$ cat config.mk
export PLATFORM = sky130hd
export DESIGN_NAME = scl_divgen
export DESIGN_NICKNAME = d
export VERILOG_FILES = /design/src/rtl/scl_divgen_pkg.sv /design/src/rtl/scl_ratio_calc.sv /design/src/rtl/scl_sample_tick.sv /design/src/rtl/scl_phase_fsm.sv /design/src/rtl/scl_divgen.sv
export SDC_FILE = /design/constraint.sdc
export NUM_CORES = 1
export LEC_CHECK = 0
export CAP_MARGIN = 0
export CELL_PAD_IN_SITES_DETAIL_PLACEMENT = 1
export CELL_PAD_IN_SITES_GLOBAL_PLACEMENT = 1
export CORE_AREA = 3 3 107 109
export DETAILED_ROUTE_END_ITERATION = 12
export DIE_AREA = 0 0 110 112
export PLACE_DENSITY = 0.9
export SLEW_MARGIN = 5
export SYNTH_ARGS = -nofsm -noshare
export SYNTH_HDL_FRONTEND = slang
export SYNTH_SLANG_ARGS = --single-unit
$ cat constraint.sdc
create_clock -name clk -period 6 [get_ports clk]
set_clock_uncertainty 0.2 [all_clocks]
set_input_delay 1.2 -clock clk [delete_from_list [all_inputs] [get_ports clk]]
set_output_delay 1.2 -clock clk [all_outputs]
set_load 0.03 [all_outputs]
$ cat src/rtl/scl_divgen_pkg.sv
`timescale 1ns/1ps
package scl_divgen_pkg;

    typedef enum logic [1:0] {
        PH_IDLE = 2'd0,
        PH_LOW  = 2'd1,
        PH_HIGH = 2'd2,
        PH_HOLD = 2'd3
    } phase_e;

    // Group-A sub-divider lookup
    function automatic logic [4:0] grp_a_div(input logic [2:0] pat);
        logic [4:0] v;
        unique case (pat)
            3'd0: v = 5'd18;
            3'd1: v = 5'd20;
            3'd2: v = 5'd24;
            3'd3: v = 5'd30;
            3'd4: v = 5'd10;
            3'd5: v = 5'd12;
            3'd6: v = 5'd14;
            default: v = 5'd16;
        endcase
        return v;
    endfunction

endpackage

$ cat src/rtl/scl_ratio_calc.sv
`timescale 1ns/1ps
module scl_ratio_calc
    import scl_divgen_pkg::*;
#(
    parameter int FW       = 6,
    parameter int RW       = 16,
    parameter int DEF_RATE = 16
) (
    input  logic [FW-1:0] div_f,
    input  logic [FW-1:0] rate_f,
    output logic [FW-1:0] c_eff,
    output logic [RW-1:0] ratio
);
    localparam int QW      = FW + 2;
    localparam int BASE_SH = 4;

    logic [2:0]    grp_a;
    logic [2:0]    grp_b;
    logic [3:0]    b_shift;
    logic [QW-1:0] tri_c;
    logic [QW-1:0] quot;
    logic [RW-1:0] inner;

    always_comb begin
        grp_a   = {div_f[5], div_f[1:0]};
        grp_b   = div_f[4:2];
        c_eff   = (rate_f == '0) ? FW'(DEF_RATE) : rate_f;
        b_shift = {1'b0, grp_b} + 4'(BASE_SH);     // B = 16 << pattern
        tri_c   = QW'(c_eff) * QW'(3);
        quot    = tri_c >> b_shift;
        inner   = RW'(grp_a_div(grp_a)) + (RW'(quot) << 1);
        ratio   = inner << b_shift;
    end
endmodule

$ cat src/rtl/scl_sample_tick.sv
`timescale 1ns/1ps
module scl_sample_tick #(
    parameter int FW = 6
) (
    input  logic          clk,
    input  logic          rst_n,
    input  logic [FW-1:0] c_eff,
    output logic          stb
);
    logic [FW-1:0] tick_cnt;

    // Fires when the count reaches C-1; >= covers C shrinking mid-count
    assign stb = (tick_cnt >= (c_eff - FW'(1)));

    always_ff @(posedge clk or negedge rst_n) begin
        if (!rst_n)
            tick_cnt <= '0;
        else if (stb)
            tick_cnt <= '0;
        else
            tick_cnt <= tick_cnt + FW'(1);
    end
endmodule

$ cat src/rtl/scl_phase_fsm.sv
`timescale 1ns/1ps
module scl_phase_fsm
    import scl_divgen_pkg::*;
#(
    parameter int RW = 16
) (
    input  logic          clk,
    input  logic          rst_n,
    input  logic          enable,
    input  logic          scl_in,
    input  logic [RW-1:0] ratio,
    output logic          scl_oe,
    output phase_e        state,
    output logic [RW-1:0] cnt,
    output logic [RW-1:0] per_q
);
    phase_e        nxt;
    logic [RW-1:0] cnt_n;
    logic [RW-1:0] per_n;
    logic [RW-1:0] lo_len;
    logic [RW-1:0] hi_len;

    assign lo_len = per_q >> 1;
    assign hi_len = per_q - lo_len;

    always_comb begin
        nxt   = state;
        cnt_n = cnt;
        per_n = per_q;
        unique case (state)
            PH_IDLE: begin
                if (enable) begin
                    nxt   = PH_LOW;
                    cnt_n = '0;
                    per_n = ratio;
                end
            end
            PH_LOW: begin
                if (cnt == lo_len - RW'(1)) begin
                    nxt   = PH_HIGH;
                    cnt_n = '0;
                end else begin
                    cnt_n = cnt + RW'(1);
                end
            end
            PH_HIGH: begin
                if (!scl_in) begin
                    nxt = PH_HOLD;
                end else if (cnt == hi_len - RW'(1)) begin
                    nxt   = PH_LOW;
                    cnt_n = '0;
                    per_n = ratio;                 // latch at boundary only
                end else begin
                    cnt_n = cnt + RW'(1);
                end
            end
            PH_HOLD: begin
                if (scl_in)
                    nxt = PH_HIGH;
            end
        endcase
        if (!enable) begin
            nxt   = PH_IDLE;
            cnt_n = '0;
        end
    end

    always_ff @(posedge clk or negedge rst_n) begin
        if (!rst_n) begin
            state <= PH_IDLE;
            cnt   <= '0;
            per_q <= '0;
        end else begin
            state <= nxt;
            cnt   <= cnt_n;
            per_q <= per_n;
        end
    end

    // Open-drain pull-low only in the low phase
    always_comb begin
        scl_oe = (state == PH_LOW);
    end
endmodule

$ cat src/rtl/scl_divgen.sv
`timescale 1ns/1ps
module scl_divgen
    import scl_divgen_pkg::*;
#(
    parameter int FW       = 6,
    parameter int RW       = 16,
    parameter int DEF_RATE = 16
) (
    input  logic          clk,
    input  logic          rst_n,
    input  logic          enable,
    input  logic [5:0]    div_sel,
    input  logic [5:0]    rate_sel,
    input  logic          scl_in,
    output logic          scl_oe,
    output logic [15:0]   ratio,
    output logic          sample_stb
);
    logic [FW-1:0] div_q;
    logic [FW-1:0] rate_q;
    logic [FW-1:0] c_eff;
    phase_e        ph_state;
    logic [RW-1:0] ph_cnt;
    logic [RW-1:0] ph_per;
    logic [RW-1:0] ratio_w;

    // Field capture; reset defaults
    always_ff @(posedge clk or negedge rst_n) begin
        if (!rst_n) begin
            div_q  <= '0;
            rate_q <= FW'(DEF_RATE);
        end else begin
            div_q  <= FW'(div_sel);
            rate_q <= FW'(rate_sel);
        end
    end

    scl_ratio_calc #(.FW(FW), .RW(RW), .DEF_RATE(DEF_RATE)) u_calc (
        .div_f  (div_q),
        .rate_f (rate_q),
        .c_eff  (c_eff),
        .ratio  (ratio_w)
    );

    scl_sample_tick #(.FW(FW)) u_tick (
        .clk   (clk),
        .rst_n (rst_n),
        .c_eff (c_eff),
        .stb   (sample_stb)
    );

    scl_phase_fsm #(.RW(RW)) u_fsm (
        .clk    (clk),
        .rst_n  (rst_n),
        .enable (enable),
        .scl_in (scl_in),
        .ratio  (ratio_w),
        .scl_oe (scl_oe),
        .state  (ph_state),
        .cnt    (ph_cnt),
        .per_q  (ph_per)
    );

    assign ratio = 16'(ratio_w);
endmodule

After elaboration in Yosys (flattened, before gate mapping)
Cells that the tools add are included.
{"block": "classes", "n_addsub": 8, "multipliers": 1, "div_mod_pow": 0, "magnitude_cmp": 1, "n_eq_ne": 19, "n_shift": 2, "mux": 18, "bitwise_logic": 0, "reduce_logical": 7}
{"operator": "16-bit 2-to-1 mux", "count": 7}
{"operator": "16-bit one-hot mux with 3 select lines", "count": 1}
{"operator": "5-bit one-hot mux with 7 select lines", "count": 1}
{"operator": "16-bit equality test", "count": 2}
{"operator": "16-bit one-hot mux with 2 select lines", "count": 1}
{"operator": "16-bit by 1-bit adder with 16-bit output (second input constant)", "count": 1}
{"operator": "16-bit by 4-bit << shifter with 16-bit output", "count": 1}
{"operator": "15-bit by 1-bit subtractor with 16-bit output (second input constant)", "count": 1}
{"operator": "16-bit by 1-bit subtractor with 16-bit output (second input constant)", "count": 1}
{"operator": "16-bit by 15-bit subtractor with 16-bit output", "count": 1}
{"operator": "6-bit 2-to-1 mux", "count": 2}
{"operator": "5-bit by 9-bit adder with 10-bit output", "count": 1}
{"operator": "2-bit 2-to-1 mux", "count": 5}
{"operator": "3-bit equality test (second input constant)", "count": 3}
{"operator": "6-bit by 2-bit multiplier with 8-bit output (second input constant)", "count": 1}
{"operator": "2-bit one-hot mux with 4 select lines", "count": 1}
{"operator": "8-bit by 4-bit >> shifter with 8-bit output", "count": 1}
{"operator": "6-bit by 1-bit adder with 6-bit output (second input constant)", "count": 1}
{"operator": "3-bit by 2-bit equality test with 1-bit output (second input constant)", "count": 2}
{"operator": "6-bit >= comparator", "count": 1}
{"operator": "6-bit zero test", "count": 1}
{"operator": "3-bit != test (second input constant)", "count": 2}
{"operator": "6-bit by 1-bit subtractor with 6-bit output (second input constant)", "count": 1}
{"operator": "3-bit by 3-bit adder with 4-bit output (second input constant)", "count": 1}
{"operator": "14 further kinds", "count": 16}
{"block": "totals", "register_bits": 52, "latchBits": 0, "mem_bits_rw": 0, "romBits": 0, "inputBits": 16, "memories": 0}

Depth between registers and ports, before layout
{"block": "depth", "word_depth": 9, "mapped_depth": 27}

By module
A second synthesis with hierarchy kept.
{"block": "hier_totals", "hier_cells": 615, "area_unflattened_um2": 5417.7}
{"module": "scl_phase_fsm", "instances": 1, "cells_per_inst": 421, "area_each_um2": 3797.4, "seq_area_each_um2": 850.8}
{"module": "scl_ratio_calc", "instances": 1, "cells_per_inst": 132, "area_each_um2": 838.3, "seq_area_each_um2": 0.0}
{"module": "scl_sample_tick", "instances": 1, "cells_per_inst": 50, "area_each_um2": 480.5, "seq_area_each_um2": 150.1}
{"module": "scl_divgen", "instances": 1, "cells_per_inst": 12, "area_each_um2": 301.5, "seq_area_each_um2": 301.5}

Worst setup path after synthesis
OpenSTA, ideal clock, no wires.
{"block": "synth_timing", "path_type": "flip-flop to output port", "startpoint": "register rate_q[0]", "endpoint": "output ratio[10]", "arrival_time_ns": 4.567, "setup_slack_ns": 0.033, "path_stages_with_launch": 26, "cell_sequence": "dfrtp_1 > inv_1 > ha_1 > nand2_1 > or3_1 > nand2_1 > inv_1 > ha_1 > a21o_1 > a21o_1 > nand2_1 > nand2b_1 > maj3_1 > a21oi_1 > nor2_1 > o21ai_0 > inv_1 > ha_1 > a21o_1 > a21oi_1 > xor2_1 > nor2_1 > a21oi_1 > nand2_1 > o21ai_0 > o21ai_0"}
{"block": "synth_via", "elab_chain_len": 6}
{"item": "start: declaration", "line_no": "scl_divgen.sv:20", "text": "logic [FW-1:0] rate_q;"}
{"item": "start signal: assignment", "line_no": "scl_divgen.sv:31", "text": "rate_q <= FW'(DEF_RATE);"}
{"item": "start signal: assignment", "line_no": "scl_divgen.sv:34", "text": "rate_q <= FW'(rate_sel);"}
{"item": "6-bit zero test", "line_no": "scl_ratio_calc.sv:27", "text": "c_eff = (rate_f == '0) ? FW'(DEF_RATE) : rate_f;"}
{"item": "6-bit 2-to-1 mux *", "line_no": "scl_ratio_calc.sv:27"}
{"item": "6-bit by 2-bit multiplier with 8-bit output *", "line_no": "scl_ratio_calc.sv:29", "text": "tri_c = QW'(c_eff) * QW'(3);"}
{"item": "8-bit by 4-bit >> shifter with 8-bit output *", "line_no": "scl_ratio_calc.sv:30", "text": "quot = tri_c >> b_shift;"}
{"item": "5-bit by 9-bit adder with 10-bit output *", "line_no": "scl_ratio_calc.sv:31", "text": "inner = RW'(grp_a_div(grp_a)) + (RW'(quot) << 1);"}
{"item": "16-bit by 4-bit << shifter with 16-bit output *", "line_no": "scl_ratio_calc.sv:32", "text": "ratio = inner << b_shift;"}
{"item": "end: declaration", "line_no": "scl_divgen.sv:16", "text": "output logic [15:0] ratio,"}
Every way passes the cells marked *; elsewhere a longest branch is shown, timed or not.

Final worst setup path
{"block": "layout_timing", "startpoint": "register rate_q[2]", "endpoint": "output ratio[13]"}
Same word-level chain as after synthesis.

==> reports/results.ini <==
[power_and_ir_drop]
switching_power_mw=1.08
p_clk_share_pct=10.1
p_int_mw=1.05
p_per_area_nw_per_um2=380
pwr-share-comb_pct=66.1
p_leak_nw=2.55
p_seq_share_pct=23.8
switching_share_pct=50.7
ir_drop_mv=0.282

[outcome]
outcome=finished with violations
violations=negative setup slack

[route]
vias=4692
wl_per_cell_um=23.7
vias_per_cell=6.24
routed_wl_um=17800
drc=0
firstDrtPassIters=5
antenna_left=0
drtIter0Drc=411

[floorplanning]
core_um2=10700
die_area_um2=12300
io_pins=34
die_x_um=110
fp-row-count=38
start_util_pct=44.8
fp.dieH_um=112

[timing]
setup_ws_ns=-0.616
max_freq_mhz=151
worstMarginPinSlew_ns=0.804
fin_crit_sh_pct=110
drv_slew=0
fin_crit_ns=6.62
slew_headroom_pct=46.4
rsz0062_at_grt=true
hold_viol=0
setup_viol=10

[layout]
nNetsFinal=683
final_layout_size_suffix_gt1_share_pct=19.3
final_util_pct=52.5
layout_common_cells=56 x nand2_1, 50 x ha_1, 50 x dfrtp_1
syn_to_final_growth_pct=17.3
diodes=0
final_common_cell=nand2_1

[yosys]
synthCells=567
yosysWarnings=0
synth_cell_type_count=69
synth_edf_count=0
ys.flop_type=dfrtp_1
ys_ff_latch=51
yosysSeqAreaShare_pct=26.7
syn_area_um2=4790
avgSynthCellArea_um2=8.45
async_flop_share_pct=100

[grt]
grt_pass1_vias=4851
antenna_found_initial=0
track_usage_pct=25.6
grt_max_degree=52
grt_overflow_total=0
grt_pass1_wl_um=24900

[critical_path]
critPathArrivalTime_ns=5.22
worstReg2RegEnd=u_fsm.per_q[12]
endpoint=ratio[13]
reg2reg_depth=26
cp-start-kind=register
cp-startpoint=rate_q[2]
crit_fanout=3
critPathRequiredTime_ns=4.60
timing.rr.start=rate_q[2]
cp-end-kind=primary output
crit_type=register to primary output
timing.reg2reg.setup_slack_ns=0.60

[place]
port_buffers=28
place_hpwl_um=10800
gp_congestion=0.918
post-place-ws_ns=-0.495

[clocking]
cts_hold_buffers=0
cts_num_sinks=51
cts_tree=yes
clk_latency_ns=0.34
path_clk_slew_ns=0.09
cts-htree-levels=2
clk_path_buf_depth=2
numCtsBuffers=5
cts_root_buffer=clkbuf_8

[flow_run]
drv_cap=0

[worst_hold_path]
hold_path_class=register to register

## final cells by class
class	instances	area, um2
fill	1227	5080
multi-input combinational	447	3400
sequential	51	1280
timing repair buffer	61	507
tap	140	175
inverter	45	169
clock buffer	6	72.6
clock inverter	2	12.5
## cells in the mapped netlist, drive strengths merged, types with 2 or more instances
master,n,area share (%)
nand3,19,2.1
ha,54,14
o31a,2,0.37
inv,45,3.5
and4,2,0.42
clkbuf,17,1.3
and3,17,2.2
o211ai,3,0.47
a211o,2,0.37
nor2b,13,1.7
o21ai,18,1.9
a31oi,2,0.26
nor3,13,1.4
nor3b,2,0.31
mux2i,9,1.9
nor4,8,1.2
buf,11,1.7
a221oi,3,0.55
nand3b,2,0.31
a22o,2,0.37
a21o,9,1.4
o21bai,2,0.31
nor2,37,2.9
xor2,22,4.0
nand2,60,4.7
or3,5,0.65
and2,2,0.26
xnor2,30,5.5
o31ai,2,0.31
mux2,13,3.5
a21boi,2,0.31
a311oi,3,0.55
a211oi,4,0.73
a21oi,34,3.8
dfrtp,50,26
fa,2,0.84
nand4,5,0.65
nand2b,11,1.5
a2111oi,2,0.37
o22ai,9,1.2
and3b,2,0.37
## sequential cells by signal (all words and copies together), names as in the netlist
register / flops
div_q: 6
u_fsm.per_q: 15
u_fsm.state: 2
u_tick.tick_cnt: 6
u_fsm.cnt: 16
rate_q: 6
## how the worst min path moves through the flow
stage	cells after the start	end	start	slack, ns
2_1_floorplan	1	u_tick.tick_cnt[0]	u_tick.tick_cnt[0]	0.25
3_3_place_gp	1	u_tick.tick_cnt[0]	u_tick.tick_cnt[0]	0.28
3_5_place_dp	1	u_tick.tick_cnt[0]	u_tick.tick_cnt[0]	0.28
4_1_cts	1	u_tick.tick_cnt[0]	u_tick.tick_cnt[0]	0.30
5_1_grt	1	u_tick.tick_cnt[0]	u_tick.tick_cnt[0]	0.37
6_report	1	u_tick.tick_cnt[0]	u_tick.tick_cnt[0]	0.36
## critical path, cell delays in order, from the launching register on
cell	delay, ns
dfrtp_1	0.42
inv_2	0.11
ha_4	0.15
nand2_4	0.05
or3_4	0.35
nand2_2	0.10
inv_2	0.05
ha_4	0.27
a21o_1	0.15
a21o_1	0.22
nand2_2	0.12
buf_6	0.14
nand2_4	0.04
mux2i_2	0.07
a2111oi_2	0.42
a21oi_1	0.13
nor2_1	0.24
ha_2	0.24
inv_2	0.05
fa_2	0.39
nor2b_2	0.15
o21ai_1	0.08
nand2b_1	0.12
nor2_2	0.05
a21oi_2	0.24
o21ai_2	0.10
nor2_1	0.23
buf_4	0.21
## metal layers
| metal | part of all wire (%) | vias up | global-route usage (%) | wire, um |
|---|---|---|---|---|
| li1 | - | 2046 | - | - |
| met1 | 39 | 2352 | 31.0 | 6970 |
| met2 | 51 | 220 | 46.2 | 9170 |
| met3 | 4.8 | 74 | 2.20 | 862 |
| met4 | 4.6 | 0 | 9.81 | 821 |
| met5 | 0 | - | 0 | 0 |
## power by group through the flow
stage          clock network (mW)  logic, mW  registers, mW
2_1_floorplan                   0       1.00          0.461
3_3_place_gp                    0       1.23          0.490
3_5_place_dp                    0       1.30          0.500
4_1_cts                     0.203       1.34          0.496
5_1_grt                     0.226       1.53          0.513
6_report                    0.215       1.41          0.509
## cell families after synthesis
| kind of cell | Yosys count | share of synthesized area [%] |
|---|---|---|
| and+or+nand+nor | 202 | 21.5 |
| AOI/OAI and AO/OA | 109 | 15.1 |
| buffers and inverters | 73 | 6.56 |
| adders and majority gates | 57 | 15.2 |
| xor gates and xnor gates | 52 | 9.51 |
| DFF | 51 | 26.7 |
| muxes | 22 | 5.41 |
| other | 1 | 0.0783 |
## what timing repair did
item                                    4_1_cts  5_1_grt
pin swaps                                    11       13
buffers inserted                              7        6
endpoints found under the setup margin       10       10
resized for setup                            52       19
## stage by stage
stage                     std cells  instance area, um2  hold WS (ns)  TNS (ns)  power, mW
after floorplan                 571                4800         0.254         0       1.46
final                           752                5620         0.365     -5.41       2.14
after global placement          731                5240         0.276         0       1.71
after CTS                       746                5510         0.299         0       2.04
after detailed placement        731                5240         0.285     -1.40       1.80
after global routing            752                5620         0.370     -6.75       2.27
Note: power is estimated with default switching activity, not from simulation.
